**src/rtl/wkcfg_pkg.sv**
```systemverilog
package wkcfg_pkg;
    localparam int PORT_W = 8;
    localparam int WAKE_LO = 4;
    localparam int WAKE_N = PORT_W - WAKE_LO;
    localparam int ADDR_W = 4;

    typedef logic [WAKE_N-1:0] wmask_t;

    typedef struct packed {
        wmask_t en;
        wmask_t lvl;
    } cfg_state_t;

    typedef struct packed {
        wmask_t sts;
        logic   wake;
    } sts_state_t;
endpackage

```
**src/rtl/wkcfg_regs.sv**
```systemverilog
module wkcfg_regs
    import wkcfg_pkg::*;
(
    input  logic   clk,
    input  logic   rst_n,
    input  logic   lock_i,
    input  logic   wr_en_sel_i,
    input  logic   wr_lvl_sel_i,
    input  wmask_t wdata_i,
    output wmask_t en_o,
    output wmask_t lvl_o
);
    cfg_state_t cfg_d, cfg_q;

    always_comb begin
        cfg_d = cfg_q;
        if (!lock_i) begin
            if (wr_en_sel_i)  cfg_d.en  = wdata_i;
            if (wr_lvl_sel_i) cfg_d.lvl = wdata_i;
        end
    end

    always_ff @(posedge clk or negedge rst_n) begin
        if (!rst_n) cfg_q <= '0;
        else        cfg_q <= cfg_d;
    end

    assign en_o  = cfg_q.en;
    assign lvl_o = cfg_q.lvl;

    assert_locked_hold_R9: assert property (@(posedge clk) disable iff (!rst_n)
        lock_i |=> ($stable(en_o) && $stable(lvl_o)));
endmodule

```
**src/rtl/wkcfg_match.sv**
```systemverilog
module wkcfg_match
    import wkcfg_pkg::*;
(
    input  wmask_t pins_i,
    input  wmask_t en_i,
    input  wmask_t lvl_i,
    output wmask_t hit_o
);
    for (genvar i = 0; i < WAKE_N; i++) begin : g_pin
        assign hit_o[i] = en_i[i] & (pins_i[i] == lvl_i[i]);
    end
endmodule

```
**src/rtl/wkcfg_status.sv**
```systemverilog
module wkcfg_status
    import wkcfg_pkg::*;
(
    input  logic   clk,
    input  logic   rst_n,
    input  wmask_t hit_i,
    input  wmask_t clr_i,
    output wmask_t sts_o,
    output logic   wake_o
);
    sts_state_t st_d, st_q;

    always_comb begin
        st_d      = st_q;
        st_d.sts  = (st_q.sts & ~clr_i) | hit_i;
        st_d.wake = |hit_i;
    end

    always_ff @(posedge clk or negedge rst_n) begin
        if (!rst_n) st_q <= '0;
        else        st_q <= st_d;
    end

    assign sts_o  = st_q.sts;
    assign wake_o = st_q.wake;

    // a bit that was set and not cleared remains set
    assert_sticky_R7: assert property (@(posedge clk) disable iff (!rst_n)
        1'b1 |=> ((($past(sts_o) & ~$past(clr_i)) & ~sts_o) == '0));

    // a match beats a simultaneous clear
    assert_set_wins_R8: assert property (@(posedge clk) disable iff (!rst_n)
        1'b1 |=> (($past(hit_i) & ~sts_o) == '0));
endmodule

```
**src/rtl/wake_pin_cfg.sv**
```systemverilog
module wake_pin_cfg
    import wkcfg_pkg::*;
#(
    parameter logic [ADDR_W-1:0] OFS_EN  = 4'h0,
    parameter logic [ADDR_W-1:0] OFS_LVL = 4'h4,
    parameter logic [ADDR_W-1:0] OFS_STS = 4'h8
) (
    input  logic              clk,
    input  logic              rst_n,
    input  logic              lock_i,
    input  logic              wr_en_i,
    input  logic [ADDR_W-1:0] wr_addr_i,
    input  logic [PORT_W-1:0] wr_data_i,
    input  logic [ADDR_W-1:0] rd_addr_i,
    output logic [PORT_W-1:0] rd_data_o,
    input  logic [PORT_W-1:0] pins_i,
    output logic              wake_o
);
    localparam logic [WAKE_LO-1:0] LOW_ZERO = '0;

    wmask_t wdata_hi, pins_hi, en_q, lvl_q, hit, sts_q, clr;
    logic   sel_en, sel_lvl;

    assign wdata_hi = wr_data_i[PORT_W-1:WAKE_LO];
    assign pins_hi  = pins_i[PORT_W-1:WAKE_LO];
    assign sel_en   = wr_en_i && (wr_addr_i == OFS_EN);
    assign sel_lvl  = wr_en_i && (wr_addr_i == OFS_LVL);
    assign clr      = (wr_en_i && (wr_addr_i == OFS_STS)) ? wdata_hi : '0;

    wkcfg_regs u_regs (
        .clk         (clk),
        .rst_n       (rst_n),
        .lock_i      (lock_i),
        .wr_en_sel_i (sel_en),
        .wr_lvl_sel_i(sel_lvl),
        .wdata_i     (wdata_hi),
        .en_o        (en_q),
        .lvl_o       (lvl_q)
    );

    wkcfg_match u_match (
        .pins_i(pins_hi),
        .en_i  (en_q),
        .lvl_i (lvl_q),
        .hit_o (hit)
    );

    wkcfg_status u_status (
        .clk   (clk),
        .rst_n (rst_n),
        .hit_i (hit),
        .clr_i (clr),
        .sts_o (sts_q),
        .wake_o(wake_o)
    );

    always_comb begin
        rd_data_o = '0;
        if (rd_addr_i == OFS_EN)       rd_data_o = {en_q, LOW_ZERO};
        else if (rd_addr_i == OFS_LVL) rd_data_o = {lvl_q, LOW_ZERO};
        else if (rd_addr_i == OFS_STS) rd_data_o = {sts_q, LOW_ZERO};
    end

    // every wake request is backed by a recorded cause
    assert_wake_cause_R7: assert property (@(posedge clk) disable iff (!rst_n)
        wake_o |-> (sts_q != '0));

    // low nibble never reads back non-zero
    assert_low_zero_R3: assert property (@(posedge clk) disable iff (!rst_n)
        1'b1 |-> (rd_data_o[WAKE_LO-1:0] == '0));

    // a disabled pin never raises its status bit
    assert_disabled_quiet_R6: assert property (@(posedge clk) disable iff (!rst_n)
        1'b1 |=> ((~$past(en_q) & ~$past(sts_q) & sts_q) == '0));
endmodule

```
**config.mk**
```make
export PLATFORM = sky130hd
export DESIGN_NAME = wake_pin_cfg
export DESIGN_NICKNAME = d
export VERILOG_FILES = /design/src/rtl/wkcfg_pkg.sv /design/src/rtl/wkcfg_regs.sv /design/src/rtl/wkcfg_match.sv /design/src/rtl/wkcfg_status.sv /design/src/rtl/wake_pin_cfg.sv
export SDC_FILE = /design/constraint.sdc
export NUM_CORES = 1
export LEC_CHECK = 0
export ABC_CLOCK_PERIOD_IN_PS = 800
export CORE_MARGIN = 10
export CORE_UTILIZATION = 47
export DETAILED_ROUTE_END_ITERATION = 10
export DONT_BUFFER_PORTS = 1
export PLACE_DENSITY_LB_ADDON = 0.05
export SLEW_MARGIN = 10
export SYNTH_ARGS = -nofsm -noshare
export SYNTH_HDL_FRONTEND = slang
export SYNTH_SLANG_ARGS = --single-unit
```
**constraint.sdc**
```tcl
create_clock -name clk -period 0.8 [get_ports clk]
set_input_delay 0.04 -clock clk [delete_from_list [all_inputs] [get_ports clk]]
set_output_delay 0.04 -clock clk [all_outputs]
set_load 0.02 [all_outputs]
```
# After elaboration in Yosys (flattened, before gate mapping)
# Index checks and enable logic that the tools add are counted.
op_classes:
  n_eq_ne: 8
  n_mux: 4
  n_bitwise: 8
  n_reduce_logical: 8
ops:
  columns: ["op", "count"]
  rows:
  - ["$mux 8", 3]
  - ["$eq 4x3->1 const B", 2]
  - ["$eq 4x4->1 const B", 2]
  - ["$logic_not 4->1", 2]
  - ["$and 1x1->1", 4]
  - ["$and 4x4->4", 1]
  - ["$eq 1x1->1", 4]
  - ["$mux 4", 1]
  - ["$not 4->4", 1]
  - ["$or 4x4->4", 1]
  - ["$reduce_and 2->1", 2]
  - ["$reduce_or 4->1", 1]
  - ["$logic_and 1x1->1", 3]
  - ["$not 1->1", 1]
totals:
  ff_bits: 13
  input_bits: 28
  out_inout_bits: 9
  word_cells: 32

# Longest topological paths before layout
logic_depth:
  depth_word: 6
  ltp_mapped: 5

# Modules after synthesis
# A second synthesis with hierarchy kept.
hier_totals:
  hier_cells: 70
  hier_area_um2: 820.8
modules_own_cells:
  columns: ["module", "instances", "cells_per_inst", "area_per_inst_um2", "seq_area_each_um2"]
  rows:
  - ["wkcfg_regs", 1, 18, 332.8, 200.2]
  - ["wake_pin_cfg", 1, 30, 249.0, 0.0]
  - ["wkcfg_status", 1, 14, 178.9, 125.1]
  - ["wkcfg_match", 1, 8, 60.1, 0.0]

# Worst setup path before layout
# Ideal clock, no wire load.
synth_path:
  path_kind: "input -> register"
  from: "input port wr_addr_i[1]"
  to: "register u_regs.cfg_q (netlist bit u_regs.en_o[0])"
  setup_time_ns: 0.125
  arrival_time_ns: 1.366
  setup_slack_ns: -0.691
  cell_stages: 5
  path_buffers: 2
  cell_sequence: "or3b_1 > buf_2 > or4_1 > buf_2 > mux2_4"
synth_between:
  elab_chain_len: 3
synth_lines:
  columns: ["element", "line", "source"]
  rows:
  - ["start: declaration", "wake_pin_cfg.sv:12", "input logic [ADDR_W-1:0] wr_addr_i,"]
  - ["$logic_not 4->1", "wake_pin_cfg.sv:26", "assign sel_en = wr_en_i && (wr_addr_i == OFS_EN);"]
  - ["$logic_and 1x1->1", "wake_pin_cfg.sv:26", null]
  - ["$reduce_and 2->1 (no source line)", null, null]
  - ["end signal: assignment", "wkcfg_regs.sv:25", "else cfg_q <= cfg_d;"]
  - ["end: declaration", "wkcfg_regs.sv:13", "cfg_state_t cfg_d, cfg_q;"]
# Every way passes these cells.
# A chain may end at the register's enable or synchronous reset.

# Final worst setup path
layout_path:
  from: "register u_regs.cfg_q (netlist bit u_regs.lvl_o[1])"
  to: "output port rd_data_o[5]"
layout_between:
  elab_chain_len: 2
layout_lines:
  columns: ["element", "line", "source"]
  rows:
  - ["$mux 8", "wake_pin_cfg.sv:60", "else if (rd_addr_i == OFS_LVL) rd_data_o = {lvl_q, LOW_ZERO};"]
  - ["$mux 8", "wake_pin_cfg.sv:59", "if (rd_addr_i == OFS_EN) rd_data_o = {en_q, LOW_ZERO};"]
  - ["end: declaration", "wake_pin_cfg.sv:15", "output logic [PORT_W-1:0] rd_data_o,"]
# Every way passes these cells.

==> impl_metrics.env <==
export IMPL_violations="setup timing"
export IMPL_drive_above_1_share_pct=39.4
export IMPL_grt_overflow_total=0
export IMPL_hold_violations=0
export IMPL_crit_family="flip-flops"
export IMPL_critical_path_class="flop to primary output"
export IMPL_setup_tns_ns=-4.89
export IMPL_synthCells=71
export IMPL_synth_top_cell_area_share_pct=44.1
export IMPL_final_nets=123
export IMPL_netlist_area_sq_um=737
export IMPL_startpoint="u_regs.lvl_o[1]"
export IMPL_crit_cells=3
export IMPL_avgSynthCellArea_sq_um=10.4
export IMPL_synth_async_reset_ratio_pct=100
export IMPL_rows=14
export IMPL_cp_max_fo=2
export IMPL_p_leak_nw=0.477
export IMPL_cap_viol_max_count=0
export IMPL_utilization_pct=70.8
export IMPL_dieArea_sq_um=3550
export IMPL_grtUsageTotal_pct=11.8
export IMPL_cts_tree="built"
export IMPL_antenna_found_initial=0
export IMPL_path_buf_inv=0
export IMPL_ys_top_cells_by_count="nand2_1, dfrtp_1, or2_2"
export IMPL_grt_pass1_wl_microns=3190
export IMPL_end_kind="primary output"
export IMPL_clk_path_buf_depth=2
export IMPL_ioPinCount=37
export IMPL_cts_sinks=13
export IMPL_fin_ws_ns=-0.449
export IMPL_root_buffer="clkbuf_4"
export IMPL_arrival_ns=1.21
export IMPL_synth_area_top_cells="dfrtp_1, mux2_4, nand2_1, mux2_1, mux2i_1"
export IMPL_cp_slowest_cell="dfrtp_1"
export IMPL_die_w_microns=59.6
export IMPL_power_total_mw=2.08
export IMPL_synth_flop_cell="dfrtp_1"
export IMPL_cts_max_level=1
export IMPL_start_kind="flop"
export IMPL_p_per_area_nw_per_um2=1980
export IMPL_max_freq_ghz=0.801
export IMPL_drc_errors=0
export IMPL_vias=603
export IMPL_fp_dieH_microns=59.6
export IMPL_yosysWarnings=0
export IMPL_core_sq_um=1490
export IMPL_min_period_over_period_pct=156
export IMPL_cts_buffers_inserted=3
export IMPL_n_antenna_cell=0
export IMPL_endpoint="rd_data_o[5]"
export IMPL_required_ns=0.76
export IMPL_dr_pass1_iters=4
export IMPL_synth_edf_count=0
export IMPL_holdWs_ns=0.0713
export IMPL_dpl_worst_slack_ns=-0.669
export IMPL_clk_latency_ns=0.29
export IMPL_status="complete, but fails checks"
export IMPL_routabilityCongestion=0.744
export IMPL_r2r_end="u_status.wake_o"
export IMPL_portBuffers=0
export IMPL_r2r_cells=5
export IMPL_hold_path_class="primary input to flop"
export IMPL_vias_per_cell=5.48
export IMPL_initialDrtViolationCount=9
export IMPL_max_stage_delay_ns=0.38
export IMPL_hpwl_microns=1420
export IMPL_ys_seq_area_share_pct=44.1
export IMPL_max_slew_margin_pct=62.3
export IMPL_routed_wl_microns=1920
export IMPL_fin_crit_ns=1.25
export IMPL_yosysMostFrequentCell="nand2_1"
export IMPL_setup_viol=17
export IMPL_initial_core_util_pct=49.5
export IMPL_worst_slew_pin_slew_ns=0.564
export IMPL_grt_pass1_vias=673
export IMPL_detail_route_antenna_nets=0
export IMPL_clkTransAtPathRegs_ns=0.08
export IMPL_yosysTopAreaCell="dfrtp_1"
export IMPL_r2r_start="u_regs.lvl_o[3]"
export IMPL_fin_worst_skew_ns=0.000538
export IMPL_synth_cell_type_count=18
export IMPL_slew_violations=0
export IMPL_path_cells="mux2i_1 -> or2_4 -> a21oi_4"
export IMPL_area_delta_synth_final_pct=43.0
export IMPL_ir_drop_mv=1.20
export IMPL_grt_max_degree=14
export IMPL_rsz0062_at_grt="true"
export IMPL_wire_per_inst_microns=17.5
export IMPL_ys_seq_elements=13
export IMPL_regToRegSetupSlack_ns=-0.30
==> what timing repair did <==
action | 4_1_cts | 5_1_grt
hold buffers | 11 | 0
pin swaps | 8 | 4
setup buffers | 4 | 2
endpoints found under the setup margin | 17 | 17
gates resized for setup | 7 | 3
hold endpoints to repair | 25 | 0
==> cells in the final DEF, fill, tap and decap left out, types with 3 or more instances in the layout <==
cell type,count
conb_1,4
or2_4,4
buf_4,9
o31ai_1,4
mux2i_1,4
a21oi_4,4
mux2_4,8
clkbuf_4,3
dlygate4sd3_1,11
buf_6,3
dfrtp_1,13
nand2_1,16
==> through the flow <==
step / instances / area (sq um)
floorplan: 74 / 807
global placement: 89 / 828
detailed placement: 89 / 828
CTS: 108 / 1020
global route: 110 / 1050
finish: 110 / 1050
==> power breakdown <==
group / switching (mW) / internal [mW]
sequential: 0.114 / 0.803
clock: 0.234 / 0.194
combinational: 0.296 / 0.441
==> area by class of cell <==
| type | count | area [sq um] |
|---|---|---|
| clock buffers | 4 | 26.3 |
| fillers | 106 | 435 |
| multi-input cells | 54 | 470 |
| flip-flops and latches | 13 | 325 |
| well taps | 16 | 20.0 |
| repair buffers | 23 | 211 |
==> metal layers <==
layer  track usage, %  vias to the layer above  part of all wire, %
li1                 -                      280                    -
met1             13.2                      287                   41
met4             6.73                        0                  2.3
met5                0                        -                    0
met2             18.1                       29                   43
met3             5.15                        7                   13
==> flip-flops by register name (all words and copies together), names as in the netlist <==
signal	flops
u_regs.lvl_o	4
u_status.wake_o	1
u_status.sts_o	4
u_regs.en_o	4
==> worst min path at each step <==
| stage | startpoint | to | slack, ns | depth (start not counted) |
|---|---|---|---|---|
| 3_5_place_dp | rst_n | u_regs.lvl_o[3] | -0.26 | 0 |
| 5_1_grt | lock_i | u_regs.en_o[0] | 0.08 | 2 |
| 6_report | lock_i | u_regs.en_o[2] | 0.07 | 2 |
| 2_1_floorplan | rst_n | u_regs.en_o[0] | -0.26 | 0 |
| 4_1_cts | lock_i | u_regs.en_o[2] | 0.07 | 2 |
| 3_3_place_gp | rst_n | u_regs.lvl_o[3] | -0.26 | 0 |
==> cells by family after synthesis <==
logic type      count (synthesis)  synth area share, %
simple gates                   26                 18.2
flops                          13                 44.1
mux                            12                 19.7
compound gates                  8                 6.79
buf+inv                         7                 5.94
xor+xnor                        4                 4.75
other cells                     1                0.509
Power figures use the tool's default switching activity.
